[src/rtl/ser_chan_fifos_pkg.sv]
package ser_chan_fifos_pkg;

  typedef struct packed {
    logic tx_lowlat;
    logic rx_narrow;
  } scf_mode_t;

endpackage

[src/rtl/scf_fifo.sv]
module scf_fifo #(
  parameter int WIDTH = 8,
  parameter int DEPTH = 32,
  localparam int AW = (DEPTH > 1) ? $clog2(DEPTH) : 1,
  localparam int CW = $clog2(DEPTH + 1)
) (
  input  logic             clk,
  input  logic             rst_n,
  input  logic             clr,
  input  logic [CW-1:0]    cap,
  input  logic             wr_en,
  input  logic [WIDTH-1:0] wr_data,
  output logic             full,
  input  logic             rd_en,
  output logic [WIDTH-1:0] rd_data,
  output logic             empty
);

  logic [WIDTH-1:0] mem [DEPTH];
  logic [AW-1:0]    wr_ptr, wr_ptr_n, rd_ptr, rd_ptr_n;
  logic [CW-1:0]    count, count_n;
  logic             do_wr, do_rd;

  assign full    = (count >= cap);
  assign empty   = (count == '0);
  assign do_wr   = wr_en && !full;
  assign do_rd   = rd_en && !empty;
  assign rd_data = mem[rd_ptr];

  always_comb begin
    wr_ptr_n = wr_ptr;
    rd_ptr_n = rd_ptr;
    count_n  = count;
    if (do_wr) wr_ptr_n = (wr_ptr == AW'(DEPTH - 1)) ? '0 : wr_ptr + AW'(1);
    if (do_rd) rd_ptr_n = (rd_ptr == AW'(DEPTH - 1)) ? '0 : rd_ptr + AW'(1);
    if (do_wr && !do_rd)      count_n = count + CW'(1);
    else if (!do_wr && do_rd) count_n = count - CW'(1);
    if (clr) begin
      wr_ptr_n = '0;
      rd_ptr_n = '0;
      count_n  = '0;
    end
  end

  always_ff @(posedge clk or negedge rst_n) begin
    if (!rst_n) begin
      wr_ptr <= '0;
      rd_ptr <= '0;
      count  <= '0;
    end else begin
      wr_ptr <= wr_ptr_n;
      rd_ptr <= rd_ptr_n;
      count  <= count_n;
    end
  end

  always_ff @(posedge clk) begin
    if (do_wr) mem[wr_ptr] <= wr_data;
  end

  // occupancy never goes past the capacity chosen by the mode
  a_r1_r2_within_cap: assert property (@(posedge clk) disable iff (!rst_n)
    count <= cap);

  // a clear leaves the FIFO empty on the next cycle
  a_r9_clr_empties: assert property (@(posedge clk) disable iff (!rst_n)
    clr |=> empty);

endmodule

[src/rtl/scf_mode_ctl.sv]
module scf_mode_ctl
  import ser_chan_fifos_pkg::*;
(
  input  logic      clk,
  input  logic      rst_n,
  input  logic      chan_en,
  input  scf_mode_t cfg,
  output scf_mode_t mode,
  output logic      clr
);

  scf_mode_t mode_n;

  assign clr = !chan_en && (cfg != mode);

  always_comb begin
    mode_n = mode;
    if (clr) mode_n = cfg;
  end

  always_ff @(posedge clk or negedge rst_n) begin
    if (!rst_n) mode <= '0;
    else        mode <= mode_n;
  end

  // while the channel runs, the active mode does not move
  a_r8_mode_frozen: assert property (@(posedge clk) disable iff (!rst_n)
    chan_en |=> $stable(mode));

endmodule

[src/rtl/scf_rx_packer.sv]
module scf_rx_packer #(
  parameter int BYTE_W     = 8,
  parameter int WORD_BYTES = 4,
  localparam int WORD_W    = BYTE_W * WORD_BYTES,
  localparam int CW        = $clog2(WORD_BYTES + 1)
) (
  input  logic              clk,
  input  logic              rst_n,
  input  logic              clr,
  input  logic              chan_en,
  input  logic              narrow,
  input  logic              rx_valid,
  input  logic [BYTE_W-1:0] rx_byte,
  input  logic              rx_flush,
  input  logic              fifo_full,
  output logic              push,
  output logic [WORD_W-1:0] push_data,
  output logic [CW-1:0]     push_cnt,
  output logic              overrun
);

  logic [WORD_W-1:0] acc, acc_n, base, merged;
  logic [CW-1:0]     fill, fill_n;
  logic              last, drop, overrun_n;

  assign last = (fill == CW'(WORD_BYTES - 1));
  assign base = (fill == '0) ? '0 : acc;

  always_comb begin
    merged = base;
    for (int i = 0; i < WORD_BYTES; i++) begin
      if (fill == CW'(i)) merged[i*BYTE_W +: BYTE_W] = rx_byte;
    end
  end

  always_comb begin
    push      = 1'b0;
    push_data = merged;
    push_cnt  = fill + CW'(1);
    acc_n     = acc;
    fill_n    = fill;
    drop      = 1'b0;
    if (narrow) begin
      push_data = WORD_W'(rx_byte);
      push_cnt  = CW'(1);
      if (rx_valid) begin
        if (fifo_full) drop = 1'b1;
        else           push = 1'b1;
      end
    end else if (rx_valid) begin
      if ((last || rx_flush) && !fifo_full) begin
        push   = 1'b1;
        fill_n = '0;
      end else if (last) begin
        drop = 1'b1;
      end else begin
        acc_n  = merged;
        fill_n = fill + CW'(1);
      end
    end else if (rx_flush && (fill != '0) && !fifo_full) begin
      push      = 1'b1;
      push_data = acc;
      push_cnt  = fill;
      fill_n    = '0;
    end
    if (clr) begin
      push   = 1'b0;
      drop   = 1'b0;
      fill_n = '0;
    end
    overrun_n = chan_en ? (overrun || drop) : 1'b0;
  end

  always_ff @(posedge clk or negedge rst_n) begin
    if (!rst_n) begin
      acc     <= '0;
      fill    <= '0;
      overrun <= 1'b0;
    end else begin
      acc     <= acc_n;
      fill    <= fill_n;
      overrun <= overrun_n;
    end
  end

  // the gather register never holds a complete word
  a_r3_fill_bound: assert property (@(posedge clk) disable iff (!rst_n)
    fill < CW'(WORD_BYTES));

  // narrow pushes carry one byte in lane 0
  a_r4_narrow_single: assert property (@(posedge clk) disable iff (!rst_n)
    (narrow && push) |-> (push_cnt == CW'(1) && push_data[WORD_W-1:BYTE_W] == '0));

  // the overrun flag is sticky while enabled
  a_r7_ovr_sticky: assert property (@(posedge clk) disable iff (!rst_n)
    (overrun && chan_en) |=> overrun);

  // a byte refused in narrow mode raises the flag
  a_r7_narrow_drop_flags: assert property (@(posedge clk) disable iff (!rst_n)
    (chan_en && narrow && rx_valid && fifo_full && !clr) |=> overrun);

endmodule

[src/rtl/ser_chan_fifos.sv]
module ser_chan_fifos
  import ser_chan_fifos_pkg::*;
#(
  parameter int BYTE_W         = 8,
  parameter int WORD_BYTES     = 4,
  parameter int TX_DEPTH       = 32,
  parameter int TX_LL_DEPTH    = 1,
  parameter int RX_WIDE_BYTES  = 32,
  parameter int RX_NARROW_BYTES = 8,
  localparam int WORD_W        = BYTE_W * WORD_BYTES,
  localparam int CNT_W         = $clog2(WORD_BYTES + 1)
) (
  input  logic              clk,
  input  logic              rst_n,
  input  logic              chan_en,
  input  logic              cfg_tx_lowlat,
  input  logic              cfg_rx_narrow,
  input  logic              rx_valid,
  input  logic [BYTE_W-1:0] rx_byte,
  input  logic              rx_flush,
  output logic              buf_valid,
  output logic [WORD_W-1:0] buf_data,
  output logic [CNT_W-1:0]  buf_count,
  input  logic              buf_ready,
  output logic              rx_overrun,
  input  logic              tx_push_valid,
  input  logic [BYTE_W-1:0] tx_push_data,
  output logic              tx_push_ready,
  input  logic              tx_pop,
  output logic [BYTE_W-1:0] tx_pop_data,
  output logic              tx_pop_valid
);

  localparam int RX_ENTRIES = RX_WIDE_BYTES / WORD_BYTES;
  localparam int RX_DEPTH   = (RX_ENTRIES > RX_NARROW_BYTES) ? RX_ENTRIES : RX_NARROW_BYTES;
  localparam int RX_CW      = $clog2(RX_DEPTH + 1);
  localparam int TX_CW      = $clog2(TX_DEPTH + 1);
  localparam int RX_EW      = WORD_W + CNT_W;

  scf_mode_t          cfg, mode;
  logic               clr;
  logic [TX_CW-1:0]   tx_cap;
  logic [RX_CW-1:0]   rx_cap;
  logic               tx_full, tx_empty, rx_full, rx_empty;
  logic               pk_push;
  logic [WORD_W-1:0]  pk_data;
  logic [CNT_W-1:0]   pk_cnt;
  logic [RX_EW-1:0]   rx_rd;

  assign cfg.tx_lowlat = cfg_tx_lowlat;
  assign cfg.rx_narrow = cfg_rx_narrow;

  scf_mode_ctl u_mode (
    .clk     (clk),
    .rst_n   (rst_n),
    .chan_en (chan_en),
    .cfg     (cfg),
    .mode    (mode),
    .clr     (clr)
  );

  assign tx_cap = mode.tx_lowlat ? TX_CW'(TX_LL_DEPTH) : TX_CW'(TX_DEPTH);
  assign rx_cap = mode.rx_narrow ? RX_CW'(RX_NARROW_BYTES) : RX_CW'(RX_ENTRIES);

  scf_fifo #(.WIDTH(BYTE_W), .DEPTH(TX_DEPTH)) u_tx_fifo (
    .clk     (clk),
    .rst_n   (rst_n),
    .clr     (clr),
    .cap     (tx_cap),
    .wr_en   (tx_push_valid),
    .wr_data (tx_push_data),
    .full    (tx_full),
    .rd_en   (tx_pop),
    .rd_data (tx_pop_data),
    .empty   (tx_empty)
  );

  assign tx_push_ready = !tx_full;
  assign tx_pop_valid  = !tx_empty;

  scf_rx_packer #(.BYTE_W(BYTE_W), .WORD_BYTES(WORD_BYTES)) u_packer (
    .clk       (clk),
    .rst_n     (rst_n),
    .clr       (clr),
    .chan_en   (chan_en),
    .narrow    (mode.rx_narrow),
    .rx_valid  (rx_valid),
    .rx_byte   (rx_byte),
    .rx_flush  (rx_flush),
    .fifo_full (rx_full),
    .push      (pk_push),
    .push_data (pk_data),
    .push_cnt  (pk_cnt),
    .overrun   (rx_overrun)
  );

  scf_fifo #(.WIDTH(RX_EW), .DEPTH(RX_DEPTH)) u_rx_fifo (
    .clk     (clk),
    .rst_n   (rst_n),
    .clr     (clr),
    .cap     (rx_cap),
    .wr_en   (pk_push),
    .wr_data ({pk_cnt, pk_data}),
    .full    (rx_full),
    .rd_en   (buf_ready),
    .rd_data (rx_rd),
    .empty   (rx_empty)
  );

  assign buf_valid = !rx_empty;
  assign buf_data  = rx_rd[WORD_W-1:0];
  assign buf_count = rx_rd[WORD_W +: CNT_W];

  // every delivered entry carries one to four bytes
  a_r3_r5_count_range: assert property (@(posedge clk) disable iff (!rst_n)
    buf_valid |-> (buf_count != '0 && buf_count <= CNT_W'(WORD_BYTES)));

  // in low-latency transmit mode one stored byte closes the FIFO
  a_r2_single_byte: assert property (@(posedge clk) disable iff (!rst_n)
    (mode.tx_lowlat && tx_pop_valid) |-> !tx_push_ready);

  // a taken configuration leaves both sides empty
  a_r9_both_empty: assert property (@(posedge clk) disable iff (!rst_n)
    clr |=> (!buf_valid && !tx_pop_valid));

endmodule

[config.mk]
export PLATFORM = sky130hd
export DESIGN_NAME = ser_chan_fifos
export DESIGN_NICKNAME = d
export VERILOG_FILES = /design/src/rtl/ser_chan_fifos_pkg.sv /design/src/rtl/scf_fifo.sv /design/src/rtl/scf_mode_ctl.sv /design/src/rtl/scf_rx_packer.sv /design/src/rtl/ser_chan_fifos.sv
export SDC_FILE = /design/constraint.sdc
export NUM_CORES = 1
export LEC_CHECK = 0
export BUFFER_PORTS_ARGS = -buffer_cell sky130_fd_sc_hd__clkbuf_2
export CORE_ASPECT_RATIO = 0.8
export CORE_MARGIN = 1
export CORE_UTILIZATION = 30
export CTS_CLUSTER_SIZE = 8
export DETAILED_ROUTE_END_ITERATION = 7
export PLACE_DENSITY_LB_ADDON = 0.1
export SYNTH_ARGS = -nofsm -noshare
export SYNTH_HDL_FRONTEND = slang
export SYNTH_HIERARCHICAL = 1
export SYNTH_SLANG_ARGS = --single-unit
[constraint.sdc]
create_clock -name clk -period 6.85 [get_ports clk]
set_clock_uncertainty 0.2 [all_clocks]
set_input_delay 1.37 -clock clk [delete_from_list [all_inputs] [get_ports clk]]
set_output_delay 1.37 -clock clk [all_outputs]
set_load 0.005 [all_outputs]
# Yosys cells after proc, flatten, opt, wreduce, memory -nomap -nowiden
# Memory sizes are Yosys's and may differ from the RTL's.
# Cells that the tools add are included.
word_totals:
  ff_bits: 64
  mem_bits_rw: 536
  wordCells: 128
  memories: 2
  out_inout_bits: 47
  inputBits: 26
op_classes:
  n_mux: 55
  eq_ne: 10
  reduce_logical: 36
  add_sub_neg: 9
  n_bitwise: 3
  order_cmp: 2
mem_list:
  columns: ["memory", "words", "width", "read_ports", "rd_clocked_by_memory_dff", "write_ports", "line", "rtl"]
  rows:
  - ["u_rx_fifo.mem", 8, 35, 1, 0, 1, "scf_fifo.sv:19", "logic [WIDTH-1:0] mem [DEPTH];"]
  - ["u_tx_fifo.mem", 32, 8, 1, 0, 1, "scf_fifo.sv:19", null]
ops:
  columns: ["operator", "n"]
  rows:
  - ["32-bit two-way mux", 4]
  - ["3-bit two-way mux", 15]
  - ["8-bit two-way mux", 4]
  - ["5-bit two-way mux", 6]
  - ["6-bit two-way mux", 4]
  - ["1-bit two-way mux", 19]
  - ["1-bit logical AND", 12]
  - ["4-bit two-way mux", 3]
  - ["3-bit nonzero test", 4]
  - ["5-bit by 1-bit adder with 5-bit output (second input constant)", 2]
  - ["5-bit == test (second input constant)", 2]
  - ["3-bit by 1-bit adder with 3-bit output (second input constant)", 3]
  - ["1-bit logical NOT", 9]
  - ["2-bit nonzero test", 4]
  - ["6-bit by 1-bit adder with 6-bit output (second input constant)", 1]
  - ["3-bit by 2-bit == test with 1-bit output (second input constant)", 2]
  - ["3-bit == test (second input constant)", 2]
  - ["6-bit greater-or-equal comparator", 1]
  - ["6-bit logical NOT", 1]
  - ["6-bit by 1-bit subtractor with 6-bit output (second input constant)", 1]
  - ["4-bit by 1-bit adder with 4-bit output (second input constant)", 1]
  - ["4-bit greater-or-equal comparator (second input constant)", 1]
  - ["4-bit logical NOT", 1]
  - ["4-bit inequality test (second input constant)", 1]
  - ["other kinds (9)", 12]

# Logic depth before layout (Yosys ltp)
# Gate-level depths: netlist (run 1).
depth:
  ltp_word: 13
  ltp_mapped: 15
  ltp_nobuf: 14

# Modules after synthesis
# The synthesis (run 1) kept the hierarchy.
by_module_without_submodules:
  columns: ["module", "area_per_inst_um2", "instances", "cells_per_inst", "seq_area_each_um2"]
  rows:
  - ["scf_fifo at u_rx_fifo", 11278.3, 1, 490, 8658.3]
  - ["scf_fifo at u_tx_fifo", 11134.4, 1, 551, 8087.8]
  - ["scf_rx_packer", 2094.5, 1, 212, 900.9]
  - ["scf_mode_ctl", 95.1, 1, 7, 50.0]
  - ["ser_chan_fifos", 22.5, 1, 6, 0.0]

# Worst setup path after synthesis (run 1)
# No wires, ideal clock.
synth_timing:
  kind: "input to register"
  from: "input port cfg_rx_narrow"
  to: "memory u_rx_fifo/mem[4][0] (netlist name), enable pin"
  setup_ns: 0.527
  n_path_buf: 0
  cell_stages: 7
  slack_ns: -0.203
  arrival_time_ns: 6.326
  t_required_ns: 6.123
  path_cell_list: "xnor2_1 a21oi_1 a211oi_1 or4b_4 a21oi_4 nor2_4 nor4b_1"
synth_via:
  elab_chain_cells: 6
synth_rtl:
  columns: ["item", "line", "rtl"]
  rows:
  - ["start: declaration", "ser_chan_fifos.sv:17", "input logic cfg_rx_narrow,"]
  - ["2-bit inequality test", "scf_mode_ctl.sv:14", "assign clr = !chan_en && (cfg != mode);"]
  - ["1-bit logical AND", "scf_mode_ctl.sv:14", null]
  - ["named net clr", "ser_chan_fifos.sv:41", "logic clr;"]
  - ["1-bit two-way mux", "scf_rx_packer.sv:66", "if (clr) begin"]
  - ["named net pk_push", "ser_chan_fifos.sv:45", "logic pk_push;"]
  - ["1-bit logical AND", "scf_fifo.sv:26", "assign do_wr = wr_en && !full;"]
  - ["1-bit two-way mux", "scf_fifo.sv:58", "if (do_wr) mem[wr_ptr] <= wr_data;"]
  - ["1-bit two-way mux (not written as such)", "scf_fifo.sv:58", null]
  - ["end: declaration", "scf_fifo.sv:19", null]
# The timed path passes the listed nets, and every way through them passes these cells.

# Worst setup path in the final report (run 1)
layout_timing:
  from: "register u_tx_fifo.rd_ptr[0]"
  to: "output port tx_pop_data[0]"
layout_via:
  elab_chain_cells: 1
layout_rtl:
  columns: ["item", "line", "rtl"]
  rows:
  - ["start: declaration", "scf_fifo.sv:20", "logic [AW-1:0] wr_ptr, wr_ptr_n, rd_ptr, rd_ptr_n;"]
  - ["start signal: assignment", "scf_fifo.sv:52", "rd_ptr <= rd_ptr_n;"]
  - ["memory read 32 x 8 bit", null, null]
  - ["end: declaration", "ser_chan_fifos.sv:30", "output logic [BYTE_W-1:0] tx_pop_data,"]
# Every way passes these cells.

==> results of run 1 <==
[worst min-delay path by stage]
stage,to,slack (ps)
6_report,u_packer/acc[27],280
5_1_grt,u_packer/acc[25],290
4_1_cts,u_packer/acc[25],290
3_5_place_dp,u_packer/acc[30],270
3_3_place_gp,u_packer/acc[24],270
2_1_floorplan,u_packer/acc[24],250
[sequential cells by signal, indices dropped and copies added, names as in the netlist]
name,cells
u_tx_fifo/mem,256
u_tx_fifo/rd_ptr,5
u_mode/mode,2
u_rx_fifo/mem,280
u_packer/fill,3
u_rx_fifo/count,4
u_rx_fifo/rd_ptr,3
u_tx_fifo/count,6
u_rx_fifo/wr_ptr,3
u_tx_fifo/wr_ptr,5
u_packer/overrun,1
u_packer/acc,32
[metrics by stage]
stage / utilization (%) / cell area [um2] / power (uW) / hold slack (ps) / setup WS, ps
2_1_floorplan: - / 24700 / 6290 / 254 / 153
3_3_place_gp: 32.6 / 26400 / 7240 / 269 / 1720
3_5_place_dp: 32.6 / 26400 / 7260 / 274 / 1640
4_1_cts: 35.6 / 28800 / 11200 / 287 / 1470
5_1_grt: 35.6 / 28800 / 11500 / 294 / 1370
6_report: 35.6 / 28800 / 11000 / 284 / 1580
[logic make-up after synthesis]
group                      count (synthesis)  share of synthesized area (%)
AOI/OAI and AO/OA                        132                           3.42
xor gates and xnor gates                   6                          0.244
adders and majority gates                 34                           1.79
buffers and inverters                     85                           1.59
DFF                                      600                           71.9
muxes                                    222                           17.0
other                                      2                         0.0305
and+or+nand+nor                          185                           4.03
[cells in the mapped netlist, drive strengths merged (3+ instances only)]
| cell type | count | area, um2 |
|---|---|---|
| o211ai | 3 | 22.5 |
| dfrtp | 64 | 1600 |
| nor4b | 3 | 41.3 |
| nand2 | 35 | 141 |
| nand3b | 3 | 22.5 |
| or3b | 4 | 35.0 |
| a211oi | 5 | 37.5 |
| or4 | 3 | 22.5 |
| nor3 | 7 | 35.0 |
| o21ai | 38 | 190 |
| mux2 | 65 | 743 |
| a21o | 3 | 22.5 |
| a32oi | 8 | 70.1 |
| nor2b | 5 | 31.3 |
| edfxtp | 536 | 16100 |
| nor4 | 3 | 18.8 |
| nor3b | 7 | 57.6 |
| nand2b | 9 | 58.8 |
| or3 | 7 | 45.1 |
| nor2 | 71 | 282 |
| xnor2 | 5 | 51.3 |
| inv | 26 | 97.6 |
| buf | 27 | 168 |
| clkbuf | 31 | 116 |
| mux2i | 7 | 70.1 |
| and2 | 11 | 71.3 |
| a21oi | 43 | 230 |
| and3 | 4 | 30.0 |
| a22o | 16 | 140 |
| nand3 | 7 | 40.0 |
| ha | 32 | 400 |
| mux4 | 150 | 3380 |
| o21a | 4 | 30.0 |
[layout by cell type (no fill, tap or decap), drive strengths merged, types with 29 or more instances in the layout]
cell    count
dfrtp      64
mux4      150
inv        29
clkbuf    203
nand2      35
mux2       65
nor2       71
a21oi      43
o21ai      38
ha         32
edfxtp    536
[per-layer routing]
metal / vias to the layer above / routed length (um)
met3: 78 / 2170
met1: 6654 / 30900
met4: 0 / 1110
li1: 5407 / -
met2: 227 / 27100
met5: - / 0
[area by class of cell]
class | instances | area (um2) | share of cell area, %
clock buffers | 132 | 2330 | 8.11
multi-input cells | 587 | 6630 | 23.0
clock inverters | 8 | 109 | 0.378
repair buffers | 95 | 548 | 1.90
flip-flops and latches | 600 | 17700 | 61.5
well taps | 1092 | 1370 | 4.74
inverters | 26 | 97.6 | 0.339
[power breakdown]
part	leakage (uW)	switching, uW	internal, uW
Combinational	0.00250	1310	1250
Clock	0.00117	1540	2330
Sequential	0.00568	281	4280
[worst reg2reg max path, delay by kind of cell, from the launching register on]
family | cells | cell delay (ps)
AND/OR/NAND/NOR | 4 | 1880
AO/OA/AOI/OAI | 4 | 940
flip-flops | 1 | 400
buffers and inverters | 2 | 520
adder cells (fa/ha/maj) | 1 | 310
==> results.tsv, run 1 <==
stage	metric	value	unit
run_status	status	completed	
global_routing	first-pass GRT wire length	90.8	mm
setup_path	R2R depth	11	
setup_path	Slowest cell on crit path	dfrtp_4	
placed_design	IO buf count	72	
drt	drt first pass iters	5	
setup_path	most frequent cell on the critical path	mux4_2	
synth	Mapped Avg Cell Area	19.5	um2
synth	Syn Inst Count	1266	
setup_path	capturing point of the worst reg2reg path	u_rx_fifo/mem[7][20]	
setup_path	worst path cell trace	buf_4 > mux4_2 > mux4_2 > mux2_2 > clkbuf_2	
setup_path	CP Launch Point	u_tx_fifo/rd_ptr[0]	
placed_design	Placed Cells	2400	
floorplan	overall die height	258	um
floorplan	Initial Utilization	30.4	%
floorplan	Rows	93	
synth	Yosys Warn Count	6	
synth	Yosys reg bits	600	
setup_path	critical path arrival	3700	ps
drt	antenna viol nets, final	0	
floorplan	Die Area	83200	um2
worst_hold_path	Hold Crit Depth	1	
layout	Antenna Cells	0	
timing	pins over their slew limit	0	
synth	ys async rst share	10.7	%
drt	DR vias/cell	4.87	
synth	Cell Area, Synth	24600	um2
floorplan	Core Box Area	80900	um2
global_routing	Top Usage Layer GRT	met1	
layout	Non-Filler Instances	2540	
setup_path	crit-path max cell delay	970	ps
synth	Unique masters post-synth	75	
clocking	CTS H-tree lvls	3	
clocking	clock buffer depth	3	
layout	Fillers	7497	
global_routing	gr ovfl total	0	
drt	DRT iter0 DRCs	889	
setup_path	worst reg2reg path startpoint	u_packer/fill[0]	
global_routing	routing usage on met1	22.6	%
drt	routed len/inst	24.1	um
setup_path	Crit Path Class	reg -> out	
clocking	root buf cell	clkbuf_16	
worst_hold_path	Worst Hold Class	reg -> reg	
clocking	Clk Latency, worst-skew pair	620	ps
layout	ratio of cells with drive above 1 in the final layout	30.2	%
global_routing	initial antenna violation count	1	
clocking	CTS tree	done	
setup_path	peak fanout along the critical path	39	
global_routing	largest net degree at the start of global routing	65	
global_routing	vias in the first global route	12863	
clocking	clock buffer count from CTS	85	
setup_path	delay-heaviest family, CP	multiplexers	
timing	TNS Setup	0	ps
run	MaxCap Viol Count	0	
setup_path	crit end category	output pin	
setup_path	Crit path required time	5280	ps
floorplan	Die X	322	um
timing	Fmax	190	MHz
setup_path	Setup crit start kind	flop	
setup_path	worst setup path endpoint	tx_pop_data[0]	
synth	EDFF count, synth	536	
layout	nets	1455	
global_routing	Tot GR Track Use	15.0	%
synth	Most used DFF post-synth	edfxtp_1	
timing	Slew HR	24.0	%
timing	Tcrit/Tclk final	77.0	%
drt	routed wire length	61.2	mm
placed_design	Final GP Congestion	0.747	
clocking	cts hold-fix bufs	0	
setup_path	stages on the worst setup path	5	
pwr	Pleak	0.00935	uW
pwr	VDD IR max	193	uV
layout	Layout area overhead	17.0	%
global_routing	met3 Usage GRT	2.82	%
synth	sequential fraction of the synthesis area	71.9	%
worst_hold_path	min-delay src	u_packer/acc[27]	
drt	DRC violations left	0	
placed_design	HPWL after DPL	36.3	mm
drt	routed vias	12366	
clocking	clock sink count	600	
setup_path	FF-to-FF setup slack	2280	ps
timing	Period minus WS final	5270	ps
floorplan	# IOs	73	
setup_path	Buf+Inv Stages, Crit Path	2	
timing	Worst Max-Slew Pin Slew	1140	ps
timing	Setup violations, final	0	
timing	RSZ-0062 raised after global routing	false	
timing	final hold vios	0	
clocking	clk slew on worst S/H paths	50	ps
global_routing	met2 usage	21.8	%
pwr	PwrDens	382	nW/um2
clocking	CTS resizes	0	
clocking	Post-CTS Setup Inserts	0	
(Power assumes the default switching activity.)
==> run 2: changes to the inputs <==
clock period = 4.5 ns   (was 6.85 ns; I/O delays follow)
==> run 2 against run 1 <==
Effect of this change: clock power rose by 56%; register-to-register slack got worse by 1700 ps; first-iteration DRC count increased by 17%; combinational power rose by 63%; core utilization up 0.47 points.
==> results.tsv, run 2 (synthesis results as in run 1) <==
stage	metric	value	unit	change
floorplan	overall die height	258	um	unchanged
clocking	CTS resizes	0		unchanged
layout	Reg with most FFs	u_rx_fifo/mem		
layout	commonest non-fill, non-tap cell in the layout	edfxtp_1		
clocking	Clk Latency, worst-skew pair	640	ps	+20 ps
pwr	switch share	28.8	%	+0.34 points
placed_design	HPWL after DPL	37.7	mm	+4.0%
layout	Layout area overhead	18.5	%	
pwr	Combinational Power Share	24.5	%	+1.2 points
clocking	clock sink count	600		unchanged
layout	commonest cells after routing, fill and taps aside	edfxtp_1, mux4_2, clkbuf_16		
pwr	P_int	12100	uW	+54%
clocking	Post-CTS Setup Inserts	1		+1
timing	Hold Slack	186	ps	-97.6 ps
setup_path	crit end category	output pin		
timing	final hold vios	0		unchanged
clocking	root buf cell	clkbuf_16		
placed_design	IO buf count	72		unchanged
setup_path	Setup crit start kind	flop		
layout	Core Util, Final	36.1	%	+0.47 points
clocking	clock buffer count from CTS	86		+1.2%
placed_design	Final GP Congestion	0.742		-0.60%
global_routing	gr ovfl total	0		unchanged
setup_path	Crit Path Class	reg -> out		
global_routing	Tot GR Track Use	15.5	%	+0.49 points
floorplan	Initial Utilization	30.4	%	unchanged
floorplan	Rows	93		unchanged
global_routing	first-pass GRT wire length	92.2	mm	+1.5%
timing	RSZ-0062 raised after global routing	false		
timing	Slew HR	23.5	%	-0.50 points
floorplan	Core Box Area	80900	um2	unchanged
pwr	Net Sw Power	4910	uW	+57%
timing	pins over their slew limit	0		unchanged
setup_path	capturing point of the worst reg2reg path	u_rx_fifo/count[3]		
timing	Period minus WS final	4260	ps	
drt	DR vias/cell	4.86		-0.14%
timing	Setup WS post-layout	239	ps	-1340 ps
run	MaxCap Viol Count	0		unchanged
clocking	cts hold-fix bufs	0		unchanged
layout	Fillers	7531		+0.45%
setup_path	peak fanout along the critical path	17		-56%
placed_design	pre-CTS WS	546	ps	-1100 ps
global_routing	initial antenna violation count	0		-1
setup_path	R2R depth	14		+3
worst_hold_path	Worst Hold Class	in -> async		
setup_path	critical path arrival	3160	ps	-540 ps
floorplan	# IOs	73		unchanged
layout	max reg flops	280		unchanged
drt	routed wire length	62.8	mm	+2.6%
timing	Setup violations, final	0		unchanged
clocking	clock buffer depth	3		unchanged
run_status	status	completed		
clocking	CTS H-tree lvls	3		unchanged
drt	DRT iter0 DRCs	1044		+17%
timing	Tcrit/Tclk final	94.7	%	
layout	ratio of cells with drive above 1 in the final layout	31.4	%	+1.2 points
layout	top flop regs	u_rx_fifo/mem (280), u_tx_fifo/mem (256), u_packer/acc (32)		
setup_path	Crit path required time	3400	ps	-1880 ps
drt	DRC violations left	0		unchanged
pwr	Clock Power Share	35.3	%	about the same
drt	routed len/inst	24.4	um	+1.3%
timing	Fmax	235	MHz	
pwr	total power	17100	uW	+55%
global_routing	vias in the first global route	12890		+0.21%
setup_path	worst reg2reg path startpoint	u_packer/fill[0]		
setup_path	FF-to-FF setup slack	600	ps	-1680 ps
pwr	sequential share of power	40.2	%	-1.3 points
layout	Final Cell Area	29200	um2	+1.3%
drt	drt first pass iters	7		+2
placed_design	dpl cell area	26700	um2	+1.2%
clocking	clk slew on worst S/H paths	50	ps	about the same
pwr	Pleak	0.00954	uW	+2.0%
global_routing	largest net degree at the start of global routing	69		+6.2%
floorplan	Die X	322	um	unchanged
clocking	CTS tree	done		
pwr	VDD IR max	292	uV	+52%
drt	routed vias	12504		+1.1%
floorplan	Die Area	83200	um2	unchanged
layout	nets	1481		+1.8%
drt	antenna viol nets, final	0		unchanged
timing	Worst Max-Slew Pin Slew	1150	ps	+10.1 ps
pwr	PwrDens	585	nW/um2	+53%
## run 2: area by class of cell
cell class,instances,area (um2),area share (%)
Antenna cell,1,2.50,0.00857
Clock buffer,136,2350,8.05
Clock inverter,10,140,0.480
Inverter,26,97.6,0.334
Multi-Input combinational cell,587,6640,22.8
Sequential cell,600,17700,60.7
Tap cell,1092,1370,4.68
Timing Repair Buffer,120,873,2.99
## run 2: worst max-delay path by stage
stage / cells past startpoint / endpoint / slack [ps] / startpoint
after CTS: 5 / tx_pop_data[3] / 160 / u_tx_fifo/rd_ptr[0]
after global routing: 5 / tx_pop_data[3] / 110 / u_tx_fifo/rd_ptr[0]
after detailed placement: 12 / u_rx_fifo/count[3] / 550 / cfg_tx_lowlat
after floorplan: 10 / u_rx_fifo/mem[5][0] / -1130 / u_packer/fill[0]
after global placement: 12 / u_rx_fifo/count[3] / 570 / cfg_rx_narrow
final: 5 / tx_pop_data[3] / 240 / u_tx_fifo/rd_ptr[0]
## run 2: stage by stage
stage	instances	TNS (ps)
floorplan	1272	-176040
global placement	2424	0
detailed placement	2424	0
CTS	2571	0
global route	2571	0
finish	2572	0
## run 2: worst max-delay path, stage by stage (launching register included)
cell      delay, ps
dfrtp_4         720
buf_4           280
mux4_2          590
mux4_2          510
mux2_2          280
clkbuf_2        110
## run 2: power groups by stage
stage                     Sequential [uW]  Clock [uW]  Combinational (uW)
after floorplan                      6750           0                2820
after global placement               6990           0                4210
after detailed placement             7000           0                4210
after CTS                            6880        6200                4280
after global routing                 6920        6430                4570
final                                6870        6020                4180
## run 2: routing by layer
| metal | GRT usage, % | wire length [um] | up-vias |
|---|---|---|---|
| met1 | 24.1 | 32300 | 6686 |
| met3 | 4.02 | 3380 | 98 |
| met5 | 0 | 0 | - |
| met4 | 4.06 | 1240 | 0 |
| li1 | - | - | 5467 |
| met2 | 20.9 | 25800 | 253 |
==> run 3: changes to the inputs <==
PLACE_DENSITY = 0.44   (was not set)
PLACE_DENSITY_LB_ADDON = not set   (was 0.1)
==> run 3 against run 2 <==
Effect of this change: design area shrank 0.59%; critical path type unchanged; non-clock buffer count is 1 higher; critical endpoint is now tx_pop_data[1]; worst setup slack barely moved; sequential power hardly changed; highest routed layer unchanged.
==> results.tsv, run 3 (synthesis results as in run 1) <==
stage	metric	value	unit	change
run_status	status	completed		
global_routing	vias in the first global route	12918		+0.22%
clocking	clock buffer depth	3		unchanged
global_routing	first-pass GRT wire length	88.4	mm	-4.1%
drt	routed len/inst	23.4	um	-4.2%
drt	DRT iter0 DRCs	1000		-4.2%
drt	DRC violations left	0		unchanged
drt	routed wire length	59.5	mm	-5.2%
layout	top flop regs	u_rx_fifo/mem (280), u_tx_fifo/mem (256), u_packer/acc (32)		
layout	Fillers	7449		-1.1%
global_routing	largest net degree at the start of global routing	65		-5.8%
pwr	PwrDens	574	nW/um2	-1.8%
clocking	clock sink count	600		unchanged
pwr	Pleak	0.00946	uW	-0.80%
setup_path	crit-path max cell delay	660	ps	-60 ps
layout	commonest cells after routing, fill and taps aside	edfxtp_1, mux4_2, clkbuf_16		
timing	final hold vios	0		unchanged
setup_path	Setup crit start kind	flop		
clocking	cts hold-fix bufs	0		unchanged
layout	nets	1481		unchanged
floorplan	Die X	322	um	unchanged
clocking	root buf cell	clkbuf_16		
worst_hold_path	Worst Hold Class	in -> async		
placed_design	Final GP Congestion	0.755		+1.7%
clocking	clock buffer count from CTS	85		-1.2%
setup_path	Crit Path Class	reg -> out		
clocking	CTS tree	done		
layout	area of the multi-input gates	6640	um2	unchanged
placed_design	Placed Cells	2426		+0.083%
layout	ratio of cells with drive above 1 in the final layout	31.6	%	+0.15 points
floorplan	# IOs	73		unchanged
setup_path	delay-heaviest family, CP	multiplexers		
layout	Reg with most FFs	u_rx_fifo/mem		
clocking	Clk Latency, worst-skew pair	620	ps	-20 ps
timing	Fmax	235	MHz	about the same
setup_path	Crit path required time	3400	ps	about the same
layout	Layout area overhead	17.8	%	
setup_path	critical path arrival	3160	ps	about the same
clocking	clk slew on worst S/H paths	50	ps	about the same
layout	Non-Filler Instances	2545		-1.0%
timing	Slew HR	35.8	%	+12 points
floorplan	Initial Utilization	30.4	%	unchanged
layout	Antenna Cells	0		-1
global_routing	initial antenna violation count	3		+3
global_routing	gr ovfl total	0		unchanged
global_routing	Tot GR Track Use	14.6	%	-0.86 points
timing	Setup violations, final	0		unchanged
setup_path	worst path cell trace	buf_4 > mux4_2 > mux4_2 > mux2_2 > clkbuf_2		
layout	Final Cell Area	29000	um2	-0.59%
clocking	Post-CTS Setup Inserts	0		-1
setup_path	Slowest cell on crit path	dfrtp_4		
timing	RSZ-0062 raised after global routing	false		
timing	Period minus WS final	4260	ps	+0.230 ps
placed_design	IO buf count	72		unchanged
pwr	total power	16700	uW	-2.3%
layout	register area	17700	um2	unchanged
timing	Worst Max-Slew Pin Slew	963	ps	-185 ps
floorplan	overall die height	258	um	unchanged
placed_design	dpl cell area	26700	um2	+0.10%
floorplan	Core Box Area	80900	um2	unchanged
floorplan	Die Area	83200	um2	unchanged
setup_path	crit end category	output pin		
layout	max reg flops	280		unchanged
setup_path	Buf+Inv Stages, Crit Path	2		unchanged
clocking	CTS resizes	0		unchanged
floorplan	Rows	93		unchanged
timing	pins over their slew limit	0		unchanged
drt	drt first pass iters	5		-2
setup_path	peak fanout along the critical path	18		+1
layout	commonest non-fill, non-tap cell in the layout	edfxtp_1		
pwr	VDD IR max	272	uV	-7.1%
clocking	CTS H-tree lvls	3		unchanged
drt	routed vias	12447		-0.46%
placed_design	HPWL after DPL	36.0	mm	-4.6%
setup_path	most frequent cell on the critical path	mux4_2		
timing	Tcrit/Tclk final	94.7	%	about the same
drt	antenna viol nets, final	0		unchanged
drt	DR vias/cell	4.89		+0.60%
run	MaxCap Viol Count	0		unchanged
[run 3: metal layers]
| metal | track usage (%) | vias to the layer above | routed length (um) |
|---|---|---|---|
| li1 | - | 5448 | - |
| met1 | 23.3 | 6629 | 30700 |
| met2 | 19.6 | 287 | 24400 |
| met3 | 3.16 | 83 | 3190 |
| met4 | 4.05 | 0 | 1180 |
| met5 | 0 | - | 0 |
[run 3: report_power, final]
part,internal (uW),switching [uW],leakage (uW)
clock,3410,2270,0.00111
combinational,2010,2090,0.00267
sequential,6520,363,0.00568
[run 3: final cells by class]
type                       count  share of cell area [%]
inverter                      26                   0.336
tap                         1092                    4.71
clock buffer                 114                    7.71
clock inverter                 5                   0.267
multi-input combinational    587                    22.9
sequential                   600                    61.0
timing repair buffer         121                    3.04
[run 3: final timing paths]
kind	startpoint	end	slack [ps]	depth (start not counted)
min	rst_n	u_mode/mode[0]	200	1
min reg2reg	u_packer/acc[31]	u_packer/acc[31]	280	1
min in group clk	u_packer/acc[31]	u_packer/acc[31]	280	1
max	u_tx_fifo/rd_ptr[0]	tx_pop_data[1]	240	5
max reg2reg	u_packer/fill[1]	u_rx_fifo/count[3]	460	12
max in group asynchronous	rst_n	u_rx_fifo/rd_ptr[0]	3170	1
[run 3: worst reg2reg max path: cells and delay by family (launching register included)]
kind	cells	cell delay (ps)
AO/OA/AOI/OAI	4	970
adder cells (fa/ha/maj)	3	1010
AND/OR/NAND/NOR	3	810
flip-flops	1	430
multiplexers	2	510
[run 3: stage by stage]
step / utilization [%] / TNS, ps / hold slack (ps) / setup slack [ps]
6_report: 35.9 / 0 / 205 / 239
5_1_grt: 35.9 / 0 / 257 / 78.1
4_1_cts: 35.9 / 0 / 248 / 139
3_5_place_dp: 33.0 / 0 / 272 / 475
3_3_place_gp: 33.0 / 0 / 271 / 525
2_1_floorplan: - / -176040 / 254 / -1130
